--- src/rtl/prev_result_reader.sv ---
module prev_result_reader #(
  parameter int W = 16
) (
  input  logic         clk,
  input  logic         rst_n,
  input  logic         rd_clk_i,
  input  logic         cnv_clk_i,
  input  logic         latch_n_i,
  input  logic [W-1:0] result_i,
  output logic         sdata_o,
  output logic         cnv_cmd_o,
  output logic         seq_err_o
);
  localparam int CW = (W > 1) ? $clog2(W) : 1;
  localparam logic [CW-1:0] LAST = CW'(W - 1);

  logic rd_q, cv_q, lat_q, armed;
  logic [W-1:0] shreg;
  logic [CW-1:0] cnt;

  wire rd_rise  = rd_clk_i & ~rd_q;
  wire rd_fall  = ~rd_clk_i & rd_q;
  wire cv_rise  = cnv_clk_i & ~cv_q;
  wire lat_fall = ~latch_n_i & lat_q;
  wire lat_rise = latch_n_i & ~lat_q;
  wire load     = armed & rd_rise;

  always_ff @(posedge clk or negedge rst_n) begin
    if (!rst_n) begin
      rd_q  <= 1'b0;
      cv_q  <= 1'b0;
      lat_q <= 1'b1;
    end else begin
      rd_q  <= rd_clk_i;
      cv_q  <= cnv_clk_i;
      lat_q <= latch_n_i;
    end
  end

  always_ff @(posedge clk or negedge rst_n) begin
    if (!rst_n)        armed <= 1'b0;
    else if (lat_fall) armed <= 1'b1;
    else if (load)     armed <= 1'b0;
  end

  always_ff @(posedge clk or negedge rst_n) begin
    if (!rst_n) begin
      shreg <= '0;
      cnt   <= LAST;
    end else if (load) begin
      shreg <= result_i;
      cnt   <= '0;
    end else if (rd_fall && cnt != LAST) begin
      shreg <= shreg << 1;
      cnt   <= cnt + CW'(1);
    end
  end

  always_ff @(posedge clk or negedge rst_n) begin
    if (!rst_n)        cnv_cmd_o <= 1'b0;
    else if (lat_fall) cnv_cmd_o <= 1'b1;
    else if (rd_fall)  cnv_cmd_o <= 1'b0;
  end

  always_ff @(posedge clk or negedge rst_n) begin
    if (!rst_n)                              seq_err_o <= 1'b0;
    else if (lat_fall)                       seq_err_o <= 1'b0;
    else if (armed && (cv_rise || lat_rise)) seq_err_o <= 1'b1;
  end

  assign sdata_o = shreg[W-1];
endmodule


--- config.mk ---
export PLATFORM = sky130hd
export DESIGN_NAME = prev_result_reader
export DESIGN_NICKNAME = d
export VERILOG_FILES = /design/src/rtl/prev_result_reader.sv
export SDC_FILE = /design/constraint.sdc
export NUM_CORES = 1
export LEC_CHECK = 0
export BUFFER_PORTS_ARGS = -buffer_cell sky130_fd_sc_hd__buf_2
export CAP_MARGIN = 5
export CORE_UTILIZATION = 48
export DETAILED_ROUTE_END_ITERATION = 8
export GPL_TIMING_DRIVEN = 0
export PLACE_DENSITY = 0.81
export SLEW_MARGIN = 20
export SYNTH_ARGS = -nofsm -noshare
export SYNTH_HDL_FRONTEND = slang
export SYNTH_SLANG_ARGS = --single-unit
--- constraint.sdc ---
create_clock -name clk -period 1.3 [get_ports clk]
set_input_delay 0.065 -clock clk [delete_from_list [all_inputs] [get_ports clk]]
set_output_delay 0.065 -clock clk [all_outputs]
set_load 0.05 [all_outputs]
==> impl_results.md, run 1 <==
* Inserted Diodes at 0
* Worst hold path type: input port to asynchronous set/reset pin
* DR WL/cell at 16.4 um
* Die height at 52.5 um
* IO Port Bufs at 23
* Max_slew headroom at 61.7%
* CORE AREA at 0.00232 sq mm
* DIE WIDTH at 52.5 um
* Worst EP required at 1.55 ns
* CTS H-tree lvls at 1
* Status: finished, violations left
* Failing checks: negative setup slack
* First-pass GRT wire length at 4950 um
* CTS buffer count at 3
* Starting DRT DRC Count at 45
* Final WS setup at -0.247 ns
* WP data arrival at 1.80 ns
* Leakage at 0.781 nW
* Cell area after synthesis at 0.00123 sq mm
* Reg-to-reg startpoint: cnt[0]$_DFFE_PN1P_
* Pwr/cell area at 1080 mW/mm^2
* Post-synthesis area per instance at 9.29 sq um
* Syn nets at 154
* Final setup fails at 19
* Maximum clock rate at 647 MHz
* GPL Wtd Cong at 0.728
* Via/cell ratio at 5.97
* Hpwl dp at 1790 um
* Clk_skew at 0.00795 ns
* Tmin final at 1.55 ns
* Crit path kind: flip-flop to flip-flop
* CP Max Fanout at 5
* RSZ-0062 raised after global routing: yes
* Clock sinks at 26
* Ys Warns at 0
* Via count at 1284
* Cells taking the most area after synthesis: dfrtp_1 (43%), dfstp_2 (11%), o21ai_0 (8.2%), a21oi_1 (7.8%), a31oi_1 (7.7%)
* Number of global-route vias before repair at 1084
* Netlist cell types at 24
* Power, Total at 0.00204 W
* Worst setup SP type: flip-flop
* CTS tree: yes
* Largest net degree at the start of global routing at 27
* Area leader, netlist: dfrtp_1
* Register-to-register setup slack at -0.25 ns
* Worst-Margin Slew at 0.575 ns
* Worst reg-to-reg path cell count at 5
* Root Driver: clkbuf_4
* Setup crit end kind: flip-flop
* Area Overhead vs Synth at 54.6%
* Gate Count Post-Synth at 132
* Detailed Route WL at 3520 um
* Placed Area at 0.00141 sq mm
* Final hold violations at 0
* Drt drc at 0
* Row cnt at 17
* Final Cycle Share at 119%
* Longest Clk Path Bufs at 2
* Clock Latency Late Sink at 0.33 ns
* Drt first pass iters at 4
* Fraction of layout cells with a size suffix above 1 at 40.1%
* Die area at 0.00276 sq mm
* Final Cell Area at 0.00190 sq mm
* Worst vdd ir at 0.000869 V
* Initial core utilization at 52.9%
* Clock slew at reported path FFs at 0.14 ns
* Max Slew Vio Count at 0
* # IOs at 24
* Sequential area share after synthesis at 53.6%
* Global-route usage over all layers at 24.9%
* Crit Reg-Reg Endpoint: shreg[13]$_DFFE_PN0P_
* Max_cap viols at 0
* GR Overflow Total at 0
* Top-area cell type share of the netlist area at 42.9%
* Remaining antenna violation count at 0
* Initial antenna violation count at 0
* Final net count at 210
* Synthesized flop and latch total at 26
## cell families after synthesis
logic type,after synthesis,share of synthesized area (%)
compound gates,59,26.3
fa+ha+maj,1,1.02
buf+inv,12,5.82
flops,26,53.6
simple gates,34,13.3
## cells in the mapped netlist
master    number
nand2_1        6
and3b_1        1
buf_2          6
buf_6          1
a31oi_1       15
o21ai_1        2
nor2b_1        2
nor2_1        15
buf_4          3
a21oi_1       19
ha_1           1
dfstp_2        5
nand2b_1       2
nand3_1        3
and3_4         1
o21ai_0       20
or3_1          1
inv_1          2
o311ai_1       1
nand3b_1       1
dfrtp_1       21
nor3_1         2
o31ai_1        1
a22oi_1        1
## layout make-up
| cell class | count | area, sq um |
|---|---|---|
| plain buffers | 10 | 80.1 |
| inverters | 2 | 7.51 |
| repair buffers | 51 | 404 |
| well taps | 28 | 35.0 |
| flip-flops and latches | 26 | 658 |
| clock buffers | 4 | 36.3 |
| fillers | 138 | 423 |
| multi-input cells | 94 | 674 |
## cell usage in the layout (no fill, tap or decap), drive strengths merged
master / instances
a31oi: 15
and3b: 1
and3: 1
nand2b: 2
o21ai: 22
nor2b: 2
dfrtp: 21
a21oi: 19
buf: 40
nand3: 3
dlygate4sd3: 20
nand2: 6
nand3b: 1
nor2: 15
nor3: 2
clkbuf: 5
inv: 2
ha: 1
or3: 1
o31ai: 1
o311ai: 1
dfstp: 5
a22oi: 1
## flip-flops by register name (all words and copies together), names as in the netlist
| signal | count |
|---|---|
| shreg | 16 |
| armed | 1 |
| lat_q | 1 |
| cnv_cmd_o | 1 |
| cnt | 4 |
| seq_err_o | 1 |
| rd_q | 1 |
| cv_q | 1 |
## worst max-delay path by stage
stage | endpoint | slack (ns) | from
after CTS | cnt[0]$_DFFE_PN1P_ | -0.11 | cnt[1]$_DFFE_PN1P_
after floorplan | cnt[0]$_DFFE_PN1P_ | -0.01 | cnt[0]$_DFFE_PN1P_
after detailed placement | shreg[2]$_DFFE_PN0P_ | -0.09 | cnt[0]$_DFFE_PN1P_
final | shreg[13]$_DFFE_PN0P_ | -0.25 | cnt[0]$_DFFE_PN1P_
after global routing | shreg[13]$_DFFE_PN0P_ | -0.28 | cnt[0]$_DFFE_PN1P_
after global placement | shreg[12]$_DFFE_PN0P_ | -0.06 | cnt[1]$_DFFE_PN1P_
## per-stage QoR
stage | setup WS, ns | util (%) | setup TNS [ns] | instances | hold WS, ns
floorplan | -0.0118 | - | -0.0118 | 132 | -0.231
global placement | -0.0636 | 60.8 | -0.514 | 183 | 0.0934
detailed placement | -0.0877 | 60.8 | -0.914 | 183 | 0.0977
CTS | -0.106 | 72.1 | -1.29 | 210 | 0.0163
global route | -0.278 | 81.8 | -3.32 | 215 | 0.302
finish | -0.247 | 81.8 | -2.28 | 215 | 0.245
## per-layer routing
| layer | GRT usage, % | part of all wire, % | vias up |
|---|---|---|---|
| li1 | - | - | 594 |
| met1 | 33.2 | 41 | 630 |
| met2 | 40.9 | 52 | 53 |
| met3 | 3.48 | 5.5 | 7 |
| met4 | 9.21 | 1.6 | 0 |
| met5 | 0 | 0 | - |
## report_power, final
part	internal (W)	total [W]	switching, W
registers	0.000964	0.00109	0.000126
clock network	0.000172	0.000418	0.000246
logic	0.000250	0.000532	0.000282
## repair_timing
item	in CTS	in global routing
buffers inserted	2	3
resized for setup	8	39
cloned	2	1
endpoints found under the setup margin	19	19
pin swaps	4	12
hold buffers	19	1
hold endpoints to repair	39	1
## worst max-delay path: stages, from the launching register on
cell       delay, ns
dfstp_2         0.60
ha_4            0.17
and3_4          0.25
clkbuf_16       0.16
o21ai_0         0.09
a21oi_1         0.20
No activity file was read; power rests on OpenSTA's default activity.
==> run 2: changes to the inputs <==
--- a/config.mk
+++ b/config.mk
@@ -5,6 +5,7 @@
 export SDC_FILE = /design/constraint.sdc
 export NUM_CORES = 1
 export LEC_CHECK = 0
+export ABC_AREA = 1
 export BUFFER_PORTS_ARGS = -buffer_cell sky130_fd_sc_hd__buf_2
 export CAP_MARGIN = 5
 export CORE_UTILIZATION = 48
==> run 2 against run 1 <==
The flow finishes with violations (design-rule violations, negative setup slack). Global-route usage down 4.0 points. Cell area decreased by 17%. Non-clock buffer count is 19 lower. Sequential power increased by 5%. Sequential cell count stayed put. Clock power is 14% lower. Clock skew rose by 0.0013 ns. Worst setup slack better by 0.23 ns. Sequential share of layout area increased by 6.8 points. Power grew 4.8%. Register-to-register slack better by 0.23 ns. Via count fell by 14%. Critical path type unchanged. Largest power group unchanged.
==> impl_results.md, run 2 <==
* Status: finished, violations left
* Failing checks: design-rule violations, negative setup slack
* Via/cell ratio at 4.71 (-21%)
* Maximum clock rate at 759 MHz (+17%)
* First-pass GRT wire length at 4240 um (-14%)
* Simple-Gate Fraction of Synth Area at 37.6% (+24 points)
* Area Overhead vs Synth at 26.8%
* Worst EP required at 1.57 ns (+0.02 ns)
* Cells taking the most area after synthesis: dfrtp_1 (42%), nand2_1 (32%), dfstp_2 (11%), buf_6 (2.7%), inv_1 (1.8%)
* Register-to-register setup slack at -0.02 ns (+0.23 ns)
* Fraction of layout cells with a size suffix above 1 at 27.9% (-12 points)
* Sequential cell area at 657 sq um (-0.19%)
* Clk_skew at 0.00929 ns (+0.00133 ns)
* Inserted Diodes at 0 (unchanged)
* Most frequent cells in the layout: nand2_1 (100), buf_2 (24), dfrtp_1 (21), buf_4 (8)
* Clock slew at reported path FFs at 0.14 ns (about the same)
* Hold Path End: shreg[2]$_DFFE_PN0P_
* Final setup fails at 11 (-8)
* Setup crit end kind: flip-flop
* Commonest non-fill, non-tap cell in the layout: nand2_1
* Initial antenna violation count at 0 (unchanged)
* Cell area after synthesis at 0.00125 sq mm (+1.8%)
* Biggest regs: shreg (16), cnt (4)
* Syn nets at 185 (+20%)
* Drt first pass iters at 6 (+2)
* Placed insts at 216 (+18%)
* Drt drc at 1 (+1)
* # IOs at 24 (unchanged)
* Clock Latency Late Sink at 0.33 ns (about the same)
* Detailed Route WL at 2610 um (-26%)
* Util after Layout at 63.9% (-18 points)
* DP Worst Slack at -0.0984 ns (-0.0107 ns)
* Max Slew Vio Count at 0 (unchanged)
* Remaining antenna violation count at 0 (unchanged)
* Top-area cell type share of the netlist area at 42.1% (-0.77 points)
* Post-Synth Adder-Cell Area at 1.00% (-0.018 points)
* Largest register FFs at 16 (unchanged)
* Via count at 1103 (-14%)
* Root Driver: clkbuf_4
* IO Port Bufs at 23 (unchanged)
* Worst setup SP type: flip-flop
* Pwr/cell area at 1350 mW/mm^2 (+25%)
* Non-filler instance count after layout at 234 (+8.8%)
* Clock sinks at 26 (unchanged)
* Worst reg-to-reg path cell count at 8 (+3)
* Tmin final at 1.32 ns (-0.230 ns)
* CTS tree: yes
* Area leader, netlist: dfrtp_1
* CORE AREA at 0.00248 sq mm (+6.9%)
* Worst vdd ir at 0.00105 V (+21%)
* WP data arrival at 1.59 ns (-0.21 ns)
* Final net count at 227 (+8.1%)
* Sequential area share after synthesis at 52.6% (-0.97 points)
* Number of flops mapped to enable cells by yosys at 0 (unchanged)
* Global-route usage over all layers at 20.9% (-4.0 points)
* Gate Count Post-Synth at 163 (+23%)
* CTS H-tree lvls at 1 (unchanged)
* Crit path kind: flip-flop to flip-flop
* DR WL/cell at 11.1 um (-32%)
* Longest Clk Path Bufs at 2 (unchanged)
* Multi-input gate area at 541 sq um (-20%)
* Final Cycle Share at 101% (-18 points)
* Most used DFF post-synth: dfrtp_1
* Max_slew headroom at 61.7% (about the same)
* Largest Register: shreg
* Initial core utilization at 50.4% (-2.5 points)
* Worst hold path type: input port to flip-flop
* Hpwl dp at 1720 um (-3.7%)
* Hold Path Depth at 5
* Die height at 53.0 um (+0.89%)
* Worst-Margin Slew at 0.575 ns (+0.000205 ns)
* Number of global-route vias before repair at 1025 (-5.4%)
* Ys Warns at 0 (unchanged)
* Largest net degree at the start of global routing at 27 (unchanged)
* Reg-to-reg startpoint: cnt[0]$_DFFE_PN1P_
* Ys async rst share at 100% (unchanged)
* DIE WIDTH at 53.0 um (+0.89%)
* GR Overflow Total at 0 (unchanged)
* Netlist cell types at 19 (-21%)
* RSZ-0062 raised after global routing: yes
* Final hold violations at 0 (unchanged)
* Fill count at 221 (+60%)
* Synthesized flop and latch total at 26 (unchanged)
* CTS buffer count at 3 (unchanged)
* Crit Reg-Reg Endpoint: cnt[3]$_DFFE_PN1P_
* Max_cap viols at 0 (unchanged)
* CP Max Fanout at 7 (+2)
* Multiplexer share of the synthesized area at 0% (unchanged)
* Compound-gate portion of the synthesized area at 1.60% (-25 points)
* Die area at 0.00281 sq mm (+1.8%)
* Largest family of logic cells by synthesized area: simple AND/OR/NAND/NOR gates
* Post-synthesis area per instance at 7.66 sq um (-18%)
* Top-count cell post-synth: nand2_1
* Starting DRT DRC Count at 30 (-33%)
* Worst hold start: result_i[2]
* Leakage at 0.914 nW (+17%)
* Synth Area in XOR/XNOR at 0.701% (+0.70 points)
* Final WS setup at -0.0167 ns (+0.230 ns)
* Row cnt at 18 (+1)
* Top cells by count, synth: nand2_1 (105), dfrtp_1 (21), inv_1 (6)
* GPL Wtd Cong at 0.783 (+7.6%)
-- run 2: cell types whose count changed after synthesis, sizes merged, moves of 6 or more --
cell	change
inv	+6
a21oi	-18
nor2	-11
o21ai	-19
a31oi	-15
nand2	+101
-- run 2: what timing repair did --
| item | in CTS | in global routing |
|---|---|---|
| gates resized for setup | 1 | 7 |
| pin swaps | 5 | 5 |
| endpoints found under the hold margin | 25 | 0 |
| endpoints found under the setup margin | 13 | 19 |
| hold buffers | 5 | 0 |
| cloned | 1 | 1 |
| setup buffers | 6 | 1 |
-- run 2: cell families after synthesis --
group	count (synthesis)
fa+ha+maj	1
buf+inv	13
flops	26
compound gates	4
simple gates	118
xor+xnor	1
-- run 2: through the flow --
step	hold WS [ns]	instance area, sq um	power (W)	setup TNS (ns)
after detailed placement	0.0932	1430	0.00171	-0.989
after CTS	0.00285	1550	0.00213	-0.0761
after floorplan	-0.231	1270	0.00155	0
after global routing	0.0227	1580	0.00228	-1.45
final	0.0112	1580	0.00214	-0.116
after global placement	0.0881	1430	0.00167	-0.747
-- run 2: critical path: stages, from the launching register on --
cell	delay, ns
dfstp_2	0.58
ha_4	0.14
nand3_2	0.06
nand2_2	0.09
nand2_4	0.09
clkinv_4	0.09
buf_6	0.12
nand2_1	0.05
nand2_1	0.06
-- run 2: worst max path at each step --
stage	from	endpoint	slack [ns]	depth (start not counted)
6_report	cnt[0]$_DFFE_PN1P_	cnt[3]$_DFFE_PN1P_	-0.02	8
4_1_cts	cnt[0]$_DFFE_PN1P_	cnt[2]$_DFFE_PN1P_	-0.01	8
3_3_place_gp	cnt[0]$_DFFE_PN1P_	shreg[14]$_DFFE_PN0P_	-0.07	8
5_1_grt	cnt[0]$_DFFE_PN1P_	shreg[3]$_DFFE_PN0P_	-0.1	8
2_1_floorplan	cnt[1]$_DFFE_PN1P_	shreg[15]$_DFFE_PN0P_	0.01	8
3_5_place_dp	cnt[0]$_DFFE_PN1P_	shreg[14]$_DFFE_PN0P_	-0.1	8
-- run 2: layer usage --
metal,part of all wire [%],GRT usage (%)
met1,45,25.9
met2,50,37.3
met3,3.4,2.59
met4,0.96,6.58
met5,0,0
-- run 2: power by group --
part | total (W) | switching (W) | internal [W]
logic | 0.000641 | 0.000361 | 0.000281
clock network | 0.000358 | 0.000238 | 0.000120
registers | 0.00114 | 0.000124 | 0.00101
-- run 2: layout make-up --
type / count / share of cell area (%)
Buffer: 5 / 3.32
Clock buffer: 4 / 1.66
Inverter: 8 / 2.21
Multi-Input combinational cell: 124 / 34.2
Sequential cell: 26 / 41.5
Tap cell: 30 / 2.37
Timing Repair Buffer: 37 / 14.8
